File: src/rtl/pic_pkg.sv
package pic_pkg;
  localparam int PRIO_W = 8;
  localparam int ID_W   = 10;
  localparam int ADDR_W = 13;
  localparam logic [ID_W-1:0] SPURIOUS_ID = 10'd1023;

  typedef struct packed {
    logic              vld;
    logic [ID_W-1:0]   id;
    logic [PRIO_W-1:0] prio;
  } cand_t;

  // lo holds the lower source numbers; it wins ties
  function automatic cand_t pick(cand_t lo, cand_t hi);
    if (!hi.vld)                 return lo;
    else if (!lo.vld)            return hi;
    else if (hi.prio < lo.prio)  return hi;
    else                         return lo;
  endfunction
endpackage

File: src/rtl/pic_prio_tree.sv
module pic_prio_tree
  import pic_pkg::*;
#(
  parameter int N = 64
) (
  input  logic [N-1:0]             req,
  input  logic [N-1:0][PRIO_W-1:0] prio,
  output cand_t                    best
);
  localparam int LV = (N < 2) ? 1 : $clog2(N);
  localparam int P  = 1 << LV;

  for (genvar l = 0; l <= LV; l++) begin : g_lv
    localparam int W = 1 << (LV - l);
    cand_t n [W];
    for (genvar j = 0; j < W; j++) begin : g_n
      if (l == 0) begin : g_leaf
        if (j < N) begin : g_real
          assign n[j] = {req[j], ID_W'(j), prio[j]};
        end else begin : g_pad
          assign n[j] = '0;
        end
      end else begin : g_merge
        assign n[j] = pick(g_lv[l-1].n[2*j], g_lv[l-1].n[2*j+1]);
      end
    end
  end

  assign best = g_lv[LV].n[0];
endmodule

File: src/rtl/pic_src_bank.sv
module pic_src_bank
  import pic_pkg::*;
#(
  parameter int N = 64
) (
  input  logic                     clk,
  input  logic                     rst_n,
  input  logic [N-1:0]             src_in,
  input  logic                     dwr,
  input  logic [9:0]               waddr,
  input  logic [31:0]              wdata,
  input  logic                     ack_fire,
  input  logic [ID_W-1:0]          ack_id,
  input  logic                     eoi_fire,
  input  logic [ID_W-1:0]          eoi_id,
  output logic [N-1:0]             pend,
  output logic [N-1:0]             enab,
  output logic [N-1:0]             act,
  output logic [N-1:0][PRIO_W-1:0] prio,
  output logic [N-1:0]             elig,
  output logic [31:0]              rdata
);
  localparam int NW  = N / 32;
  localparam int NPW = N / 4;
  localparam int BIW = (NW > 1) ? $clog2(NW) : 1;
  localparam int PIW = $clog2(NPW);

  localparam logic [4:0] RG_GRP = 5'd1;
  localparam logic [4:0] RG_ENS = 5'd2;
  localparam logic [4:0] RG_ENC = 5'd3;
  localparam logic [4:0] RG_PS  = 5'd4;
  localparam logic [4:0] RG_PC  = 5'd5;

  logic [1:0]   gen_q, gen_n;
  logic [N-1:0] grp_q, grp_n, en_q, en_n, pend_q, pend_n, act_q, act_n;
  logic [NPW-1:0][31:0] prio_q, prio_n;

  logic       is_prio, is_ctrl;
  logic [4:0] reg_sel, bank;
  logic [7:0] word8;
  assign is_prio = (waddr[9:8] == 2'b01);
  assign is_ctrl = (waddr == 10'd0);
  assign reg_sel = waddr[9:5];
  assign bank    = waddr[4:0];
  assign word8   = waddr[7:0];

  logic [N-1:0] ack_oh, eoi_oh;
  assign ack_oh = ack_fire ? (N'(1) << ack_id) : '0;
  assign eoi_oh = eoi_fire ? (N'(1) << eoi_id) : '0;

  logic [NW-1:0] we_grp, we_ens, we_enc, we_ps, we_pc;
  for (genvar k = 0; k < NW; k++) begin : g_bank
    logic hit;
    assign hit       = dwr & ~is_prio & (bank == 5'(k));
    assign we_grp[k] = hit & (reg_sel == RG_GRP);
    assign we_ens[k] = hit & (reg_sel == RG_ENS);
    assign we_enc[k] = hit & (reg_sel == RG_ENC);
    assign we_ps[k]  = hit & (reg_sel == RG_PS);
    assign we_pc[k]  = hit & (reg_sel == RG_PC);
  end

  assign gen_n = (dwr & is_ctrl) ? wdata[1:0] : gen_q;

  for (genvar i = 0; i < N; i++) begin : g_src
    localparam int K = i / 32;
    localparam int B = i % 32;
    assign grp_n[i]  = we_grp[K] ? wdata[B] : grp_q[i];
    assign en_n[i]   = (en_q[i] | (we_ens[K] & wdata[B])) & ~(we_enc[K] & wdata[B]);
    assign pend_n[i] = (pend_q[i] & ~(we_pc[K] & wdata[B]) & ~ack_oh[i])
                       | src_in[i] | (we_ps[K] & wdata[B]);
    assign act_n[i]  = (act_q[i] | ack_oh[i]) & ~eoi_oh[i];
    assign elig[i]   = pend_q[i] & en_q[i] & ~act_q[i] & gen_q[grp_q[i]];
  end

  for (genvar w = 0; w < NPW; w++) begin : g_pw
    logic pwe;
    assign pwe       = dwr & is_prio & (word8 == 8'(w));
    assign prio_n[w] = pwe ? wdata : prio_q[w];
  end

  always_ff @(posedge clk or negedge rst_n) begin
    if (!rst_n) begin
      gen_q  <= '0;
      grp_q  <= '0;
      en_q   <= '0;
      pend_q <= '0;
      act_q  <= '0;
      prio_q <= '0;
    end else begin
      gen_q  <= gen_n;
      grp_q  <= grp_n;
      en_q   <= en_n;
      pend_q <= pend_n;
      act_q  <= act_n;
      prio_q <= prio_n;
    end
  end

  assign pend = pend_q;
  assign enab = en_q;
  assign act  = act_q;
  assign prio = prio_q;

  logic [NW-1:0][31:0] grp_w, en_w, pend_w;
  assign grp_w  = grp_q;
  assign en_w   = en_q;
  assign pend_w = pend_q;

  always_comb begin
    rdata = '0;
    if (is_prio) begin
      if (word8 < 8'(NPW)) rdata = prio_q[word8[PIW-1:0]];
    end else if (is_ctrl) begin
      rdata = {30'b0, gen_q};
    end else if (bank < 5'(NW)) begin
      case (reg_sel)
        RG_GRP:         rdata = grp_w[bank[BIW-1:0]];
        RG_ENS, RG_ENC: rdata = en_w[bank[BIW-1:0]];
        RG_PS, RG_PC:   rdata = pend_w[bank[BIW-1:0]];
        default:        rdata = '0;
      endcase
    end
  end

  // a claimed source is active on the following cycle
  p_ack_marks_active_r6: assert property (@(posedge clk) disable iff (!rst_n)
    ack_fire |=> (act_q & $past(ack_oh)) != '0);

  // a retired source is no longer active
  p_eoi_retires_r8: assert property (@(posedge clk) disable iff (!rst_n)
    eoi_fire |=> (act_q & $past(eoi_oh)) == '0);

  // a request line always leaves its pending flag set, even against a claim
  p_src_latches_r11: assert property (@(posedge clk) disable iff (!rst_n)
    (src_in != '0) |=> (pend_q & $past(src_in)) == $past(src_in));
endmodule

File: src/rtl/pic_cpu_if.sv
module pic_cpu_if
  import pic_pkg::*;
(
  input  logic            clk,
  input  logic            rst_n,
  input  logic            cwr,
  input  logic            crd,
  input  logic [9:0]      waddr,
  input  logic [9:0]      wdata,
  input  cand_t           win,
  input  cand_t           run,
  output logic            irq_o,
  output logic            ack_fire,
  output logic [ID_W-1:0] ack_id,
  output logic            eoi_fire,
  output logic [ID_W-1:0] eoi_id,
  output logic [31:0]     rdata
);
  localparam logic [9:0] W_CTRL = 10'd0;
  localparam logic [9:0] W_PMR  = 10'd1;
  localparam logic [9:0] W_ACK  = 10'd3;
  localparam logic [9:0] W_EOI  = 10'd4;

  logic              en_q, en_n;
  logic [PRIO_W-1:0] pmr_q, pmr_n;
  logic [PRIO_W:0]   run_lim;
  logic              signal;

  assign en_n  = (cwr && waddr == W_CTRL) ? wdata[0] : en_q;
  assign pmr_n = (cwr && waddr == W_PMR)  ? wdata[PRIO_W-1:0] : pmr_q;

  always_ff @(posedge clk or negedge rst_n) begin
    if (!rst_n) begin
      en_q  <= 1'b0;
      pmr_q <= '0;
    end else begin
      en_q  <= en_n;
      pmr_q <= pmr_n;
    end
  end

  assign run_lim  = run.vld ? {1'b0, run.prio} : {1'b1, {PRIO_W{1'b0}}};
  assign signal   = en_q & win.vld & (win.prio < pmr_q) & ({1'b0, win.prio} < run_lim);
  assign irq_o    = signal;
  assign ack_fire = crd & (waddr == W_ACK) & signal;
  assign ack_id   = win.id;
  assign eoi_fire = cwr & (waddr == W_EOI);
  assign eoi_id   = wdata;

  always_comb begin
    case (waddr)
      W_CTRL:  rdata = {31'b0, en_q};
      W_PMR:   rdata = {{(32-PRIO_W){1'b0}}, pmr_q};
      W_ACK:   rdata = {{(32-ID_W){1'b0}}, (signal ? win.id : SPURIOUS_ID)};
      default: rdata = '0;
    endcase
  end

  // after a claim, the claimed source sets the running level
  p_ack_becomes_running_r9: assert property (@(posedge clk) disable iff (!rst_n)
    ack_fire |=> run.vld && run.id == $past(ack_id));

  // after a claim, only a strictly more urgent source may be signalled
  p_preempt_strict_r9: assert property (@(posedge clk) disable iff (!rst_n)
    ack_fire |=> !irq_o || (win.prio < $past(win.prio)));
endmodule

File: src/rtl/prio_intc.sv
module prio_intc
  import pic_pkg::*;
#(
  parameter int NUM_IRQ = 64
) (
  input  logic               clk,
  input  logic               rst_n,
  input  logic [NUM_IRQ-1:0] src_in,
  input  logic               bus_sel,
  input  logic               bus_wr,
  input  logic [ADDR_W-1:0]  bus_addr,
  input  logic [31:0]        bus_wdata,
  output logic [31:0]        bus_rdata,
  output logic               irq_o
);
  logic [1:0] rst_sync;
  logic       rst_i;

  always_ff @(posedge clk or negedge rst_n) begin
    if (!rst_n) rst_sync <= 2'b00;
    else        rst_sync <= {rst_sync[0], 1'b1};
  end
  assign rst_i = rst_sync[1];

  logic       acc, rd, cpu_side;
  logic [9:0] waddr;
  assign acc      = bus_sel & (bus_addr[1:0] == 2'b00);
  assign rd       = acc & ~bus_wr;
  assign cpu_side = bus_addr[12];
  assign waddr    = bus_addr[11:2];

  logic [NUM_IRQ-1:0]             pend, enab, act, elig;
  logic [NUM_IRQ-1:0][PRIO_W-1:0] prio;
  logic [31:0]                    dist_rd, cpu_rd;
  logic                           ack_fire, eoi_fire;
  logic [ID_W-1:0]                ack_id, eoi_id;
  cand_t                          win, run;

  pic_src_bank #(.N(NUM_IRQ)) u_bank (
    .clk      (clk),
    .rst_n    (rst_i),
    .src_in   (src_in),
    .dwr      (acc & bus_wr & ~cpu_side),
    .waddr    (waddr),
    .wdata    (bus_wdata),
    .ack_fire (ack_fire),
    .ack_id   (ack_id),
    .eoi_fire (eoi_fire),
    .eoi_id   (eoi_id),
    .pend     (pend),
    .enab     (enab),
    .act      (act),
    .prio     (prio),
    .elig     (elig),
    .rdata    (dist_rd)
  );

  pic_prio_tree #(.N(NUM_IRQ)) u_pend_tree (
    .req  (elig),
    .prio (prio),
    .best (win)
  );

  pic_prio_tree #(.N(NUM_IRQ)) u_act_tree (
    .req  (act),
    .prio (prio),
    .best (run)
  );

  pic_cpu_if u_cpu (
    .clk      (clk),
    .rst_n    (rst_i),
    .cwr      (acc & bus_wr & cpu_side),
    .crd      (rd & cpu_side),
    .waddr    (waddr),
    .wdata    (bus_wdata[ID_W-1:0]),
    .win      (win),
    .run      (run),
    .irq_o    (irq_o),
    .ack_fire (ack_fire),
    .ack_id   (ack_id),
    .eoi_fire (eoi_fire),
    .eoi_id   (eoi_id),
    .rdata    (cpu_rd)
  );

  logic [31:0] rdata_q, rdata_n;
  assign rdata_n = rd ? (cpu_side ? cpu_rd : dist_rd) : rdata_q;

  always_ff @(posedge clk or negedge rst_i) begin
    if (!rst_i) rdata_q <= '0;
    else        rdata_q <= rdata_n;
  end
  assign bus_rdata = rdata_q;

  logic ack_read;
  assign ack_read = rd & cpu_side & (waddr == 10'd3);

  // an unanswered claim leaves the active set untouched
  p_spurious_quiet_r7: assert property (@(posedge clk) disable iff (!rst_i)
    (ack_read && !irq_o) |=> $stable(act));

  // the request level implies a source that the distributor deems eligible
  p_irq_has_candidate_r12: assert property (@(posedge clk) disable iff (!rst_i)
    irq_o |-> (elig != '0) && ((pend & enab & ~act) != '0));
endmodule

File: config.mk
export PLATFORM = sky130hd
export DESIGN_NAME = prio_intc
export DESIGN_NICKNAME = d
export VERILOG_FILES = /design/src/rtl/pic_pkg.sv /design/src/rtl/pic_prio_tree.sv /design/src/rtl/pic_src_bank.sv /design/src/rtl/pic_cpu_if.sv /design/src/rtl/prio_intc.sv
export SDC_FILE = /design/constraint.sdc
export NUM_CORES = 2
export LEC_CHECK = 0
export ABC_CLOCK_PERIOD_IN_PS = 34000
export BUFFER_PORTS_ARGS = -buffer_cell sky130_fd_sc_hd__buf_4
export CORE_MARGIN = 5
export CORE_UTILIZATION = 50
export DETAILED_ROUTE_END_ITERATION = 10
export PLACE_DENSITY = 0.66
export SKIP_CTS_REPAIR_TIMING = 1
export SLEW_MARGIN = 15
export SYNTH_ARGS = -nofsm -noshare
export SYNTH_HDL_FRONTEND = slang
export SYNTH_HIERARCHICAL = 1
export SYNTH_SLANG_ARGS = --single-unit
File: constraint.sdc
create_clock -name clk -period 34 [get_ports clk]
set_input_delay 5.1 -clock clk [delete_from_list [all_inputs] [get_ports clk]]
set_output_delay 5.1 -clock clk [all_outputs]
set_load 0.005 [all_outputs]
== After elaboration in Yosys (flattened, before gate mapping) ==
Cells that the tools add are included.

* Add/subtract/negate cells: 0
* $lt $le $gt $ge: 164
* Shifts and indexed selects: 2
* Multiply operators: 0
* Mux-type cells: 493
* Equality and inequality tests: 25
* Div/mod/pow operators: 0
* Reduce and logical (&&, ||, !) cells: 8
* Bitwise gates (word level): 1326

{| class="wikitable"
|+ Operators with widths
! operator !! count
|-
| 19-bit 2-to-1 mux || 250
|-
| 18-bit 2-to-1 mux || 62
|-
| 8-bit < comparator || 95
|-
| 1-bit AND || 747
|-
| 32-bit 2-to-1 mux || 12
|-
| 1-bit NOT || 323
|-
| 9-bit 2-to-1 mux || 35
|-
| 1-bit OR || 256
|-
| 1-bit by 2-bit < comparator with 1-bit output, second input constant || 65
|-
| 32-bit binary-select mux with 4-bit select || 1
|-
| 1-bit 2-to-1 mux || 128
|-
| 64-bit 2-to-1 mux || 2
|-
| 1-bit by 10-bit left shift with 64-bit output, first input constant || 2
|-
| 32-bit one-hot mux with 3 select lines || 1
|-
| 8-bit by 4-bit equality test with 1-bit output, second input constant || 8
|-
| 8-bit by 3-bit equality test with 1-bit output, second input constant || 4
|-
| 10-bit one-hot mux with 3 select lines || 1
|-
| 8-bit by 2-bit equality test with 1-bit output, second input constant || 2
|-
| 10-bit by 1-bit equality test with 1-bit output, second input constant || 1
|-
| 10-bit by 2-bit equality test with 1-bit output, second input constant || 1
|-
| 10-bit by 3-bit equality test with 1-bit output, second input constant || 1
|-
| 5-bit by 1-bit equality test with 1-bit output, second input constant || 2
|-
| 5-bit by 2-bit equality test with 1-bit output, second input constant || 2
|-
| 5-bit by 3-bit equality test with 1-bit output, second input constant || 2
|-
| other kinds (13) || 15
|}

* Memories: 0
* Logic and storage cells: 2044
* Latch bits: 0
* ROM bits: 0
* Flip-flop bits (word level): 813
* Memory bits (writable): 0

== Longest topological paths before layout ==
* Depth after elaboration: 34
* Mapped depth: 77
* Depth with buffers taken out: 69

== By module ==
The synthesis kept the hierarchy.

{| class="wikitable"
|+ Modules (own cells, without submodules)
! module !! area an instance (µm²) !! instances !! cells an instance
|-
| pic_src_bank || 36541.3 || 1 || 2920
|-
| pic_prio_tree (u_act_tree) || 19501.2 || 1 || 2770
|-
| pic_prio_tree (u_pend_tree) || 19269.7 || 1 || 2696
|-
| prio_intc || 1681.6 || 1 || 111
|-
| pic_cpu_if || 1296.2 || 1 || 152
|}

== Worst setup path before layout ==
No wires, ideal clock.

* Path kind: flip-flop to output port
* Start point: register u_bank.gen_q[1]
* End point: output irq_o
* Data arrival time: 12698 ps
* Stages on the path, launching flop included: 63
* Path slack: 16202 ps
* Path through: dfrtp_1 > clkbuf_1 > mux2i_1 > nor3_1 > a21bo_2 > nor3_1 > o31a_1 > nor2_2 > mux2i_1 > inv_1 > ha_1 > a21o_1 > a21o_1 > a211oi_1 > o22ai_1 > a21oi_1 > mux2i_1 > inv_1 > [27 not listed] > buf_6 > mux2_4 > ha_1 > nand4_1 > nor2_1 > a211oi_1 > nand2_1 > nand2_1 > o21ai_0 > a21o_1 > buf_4 > buf_6 > mux2i_1 > ha_1 > and3_1 > a22o_1 > nor3_2 > and3_1

{| class="wikitable"
|+ RTL lines
! element !! line !! text
|-
| from (decl) || pic_src_bank.sv:34 || <nowiki>logic [1:0] gen_q, gen_n;</nowiki>
|-
| from (signal assigned) || pic_src_bank.sv:90 || <nowiki>gen_q <= gen_n;</nowiki>
|-
| to (decl) || prio_intc.sv:14 || <nowiki>output logic irq_o</nowiki>
|}

==> impl_metrics.ini <==
[global_route]
met3_usage_pct = 12.5
globalRouteMet1Util_pct = 56.1
grt_remaining_overflow = 0
groute.usage.overall_pct = 43.6
first_global_vias = 69000
maximum_number_of_pins_on_one_net_before_global_route_repair = 165
grt_use_met2_pct = 62.7
grt_most_used_layer = met2
antenna_violations_before_repair = 43
grt_pass1_wl_um = 511000

[floorplanning]
core.rowCount = 144
initial_utilization_pct = 50.3
design.core.area_mm2 = 0.154
fp.dieH_um = 404
die_x_um = 404
ios = 146
design.die.area_mm2 = 0.163

[placement]
port_buffers = 145
postPlaceCellArea_mm2 = 0.0804
detailedPlacementHpwl_um = 280000
replace_congestion = 1.06

[timing]
report.final.hold_viol_count = 0
period_minus_ws_final_ns = 22.08
tightest_slew_ns = 1.31
fmaxAchievable_ghz = 0.0453
timing.final.setup_violations = 0
report.final.slew_viol_count = 0
timing.hold.ws_ns = 0.356
post-route-period-util_pct = 65.0
worst_slew_margin_rel_pct = 11.8
grt_setup_unrepaired = false
fin_setup_tns_ns = 0
finClkSkew_ns = 0.0546

[cts]
clkTransAtPathRegs_ns = 0.07
numClockSinks = 813
clock_tree_buf_depth = 3
insertion_delay_ns = 0.80
numCtsBuffers = 100
tritoncts_clock_tree = built
clock_tree.htree_level_count = 3
cts_root_buffer = sky130_fd_sc_hd__clkbuf_16

[routing]
num_vias = 73800
drt_iter0_markers = 10100
route.detailed.vias_per_inst = 6.93
route.detailed.drc = 0
antenna_violating_nets_post_route = 0
drt_first_pass_iters = 7
wire_per_inst_um = 34.8
wirelength_um = 370000

[power]
cellPowerDensity_mw_per_mm2 = 27.9
largest_voltage_drop_on_the_vdd_net_mv = 0.0480
power_leakage_nw = 40.2

[logic_synthesis]
synthCells = 8554
mappedNetlistArea_mm2 = 0.0776
synthesis.yosys.warnings = 6
syn-mean-instance-area_um2 = 9.07

[critical_path]
reg2reg_from = u_bank/gen_q[0]
worst_r2r_path_depth = 63
timing.critical_path.slowest_cell_delay_ns = 0.97
cpMaxStageDelayCell = sky130_fd_sc_hd__nor2_1
reg2reg_setup_slack_ns = 15.20
cp-start-kind = register
crit_fanout = 35
timing.critical_path.to_type = primary output
r2r_end = u_bank/pend[5]
timing_worst_setup_path_type = register to primary output
worst_ep_arrival_time_ns = 16.98
critical_path_required_ns = 28.90

[status]
outcome = complete, no violations

[final_layout]
number_of_nets_in_the_final_layout = 9447
drive_gt1_share_pct = 16.8
areaGrowthSynthToFinish_pct = 8.25
final_area_mm2 = 0.0840

[min_path]
timing.hold.worst.class = register to register
min-delay-start = rst_sync[0]
worst_hold_path.num_cells = 0
min_delay_worst_endpoint = rst_sync[1]

[run]
maxCapViolations = 0
metal layers:
metal | share of wire, % | vias to the layer above
li1 | - | 31400
met1 | 39 | 36300
met3 | 12 | 1172
met5 | 0.017 | -
met2 | 41 | 4921
met4 | 8.8 | 10
worst max-delay path, delay by kind of cell, from the launching register on:
kind	cells	cell delay, ns
and+or+nand+nor	19	5.13
DFF	1	0.35
muxes	4	1.50
buffers and inverters	5	1.08
AOI/OAI and AO/OA	24	6.15
adders and majority gates	6	1.88
layout make-up:
class / instances / area [um2]
timing repair buffer: 267 / 2050
clock buffer: 132 / 2820
multi-input combinational: 6486 / 52300
sequential: 813 / 20400
fill: 14000 / 70200
tap: 2044 / 2560
clock inverter: 52 / 751
antenna: 24 / 60.1
inverter: 828 / 3110
how the worst max path moves through the flow:
stage	start	end	slack, ns	depth (start not counted)
5_1_grt	u_bank/gen_q[1]	irq_o	11.20	59
4_1_cts	u_bank/gen_q[1]	irq_o	12.52	58
6_report	u_bank/gen_q[0]	irq_o	11.92	58
2_1_floorplan	rst_sync[1]	bus_rdata[0]	9.66	0
3_3_place_gp	u_bank/gen_q[1]	irq_o	13.56	62
3_5_place_dp	u_bank/gen_q[1]	irq_o	13.39	59
stage by stage:
| step | worst slack, ns | cells | utilization (%) | power (mW) |
|---|---|---|---|---|
| 6_report | 11.92 | 10600 | 54.5 | 2.34 |
| 5_1_grt | 11.20 | 10600 | 54.4 | 2.39 |
| 4_1_cts | 12.52 | 10600 | 54.4 | 2.35 |
| 3_5_place_dp | 13.39 | 10400 | 52.1 | 1.16 |
| 3_3_place_gp | 13.56 | 10400 | 52.1 | 1.16 |
| 2_1_floorplan | 9.66 | 8578 | - | 1.07 |
registers in the layout (all words and copies together) (netlist names):
register,count
bus_rdata,32
u_bank/enab,64
u_bank/act,64
u_cpu/en_q,1
u_cpu/pmr_q,8
u_bank/grp_q,64
rst_sync,2
u_bank/gen_q,2
u_bank/prio,512
u_bank/pend,64
cells in the final DEF (no fill, tap or decap), types with 43 or more instances in the layout:
cell	n
sky130_fd_sc_hd__mux2_2	785
sky130_fd_sc_hd__a22oi_1	161
sky130_fd_sc_hd__o2bb2ai_1	67
sky130_fd_sc_hd__nor2_1	602
sky130_fd_sc_hd__nand3_1	138
sky130_fd_sc_hd__nor3_1	151
sky130_fd_sc_hd__inv_1	828
sky130_fd_sc_hd__a21oi_1	669
sky130_fd_sc_hd__o211ai_1	66
sky130_fd_sc_hd__a211o_1	43
sky130_fd_sc_hd__a211oi_1	89
sky130_fd_sc_hd__o21ai_0	301
sky130_fd_sc_hd__a221o_1	74
sky130_fd_sc_hd__o21a_1	57
sky130_fd_sc_hd__nand2_1	401
sky130_fd_sc_hd__ha_1	838
sky130_fd_sc_hd__dfrtp_1	810
sky130_fd_sc_hd__nand4_1	119
sky130_fd_sc_hd__mux2_1	60
sky130_fd_sc_hd__buf_4	262
sky130_fd_sc_hd__mux4_2	66
sky130_fd_sc_hd__nor2b_1	105
sky130_fd_sc_hd__mux2i_1	685
sky130_fd_sc_hd__clkbuf_16	100
sky130_fd_sc_hd__nand2b_1	104
sky130_fd_sc_hd__a21o_1	111
where the power goes:
part	switching [mW]	leakage [nW]	internal, mW	total [mW]
sequential	0.00663	11.0	0.973	0.980
combinational	0.129	27.4	0.0423	0.171
clock	0.492	1.75	0.701	1.19
total	0.628	40.2	1.72	2.34
No activity file was read; power rests on OpenSTA's default activity.
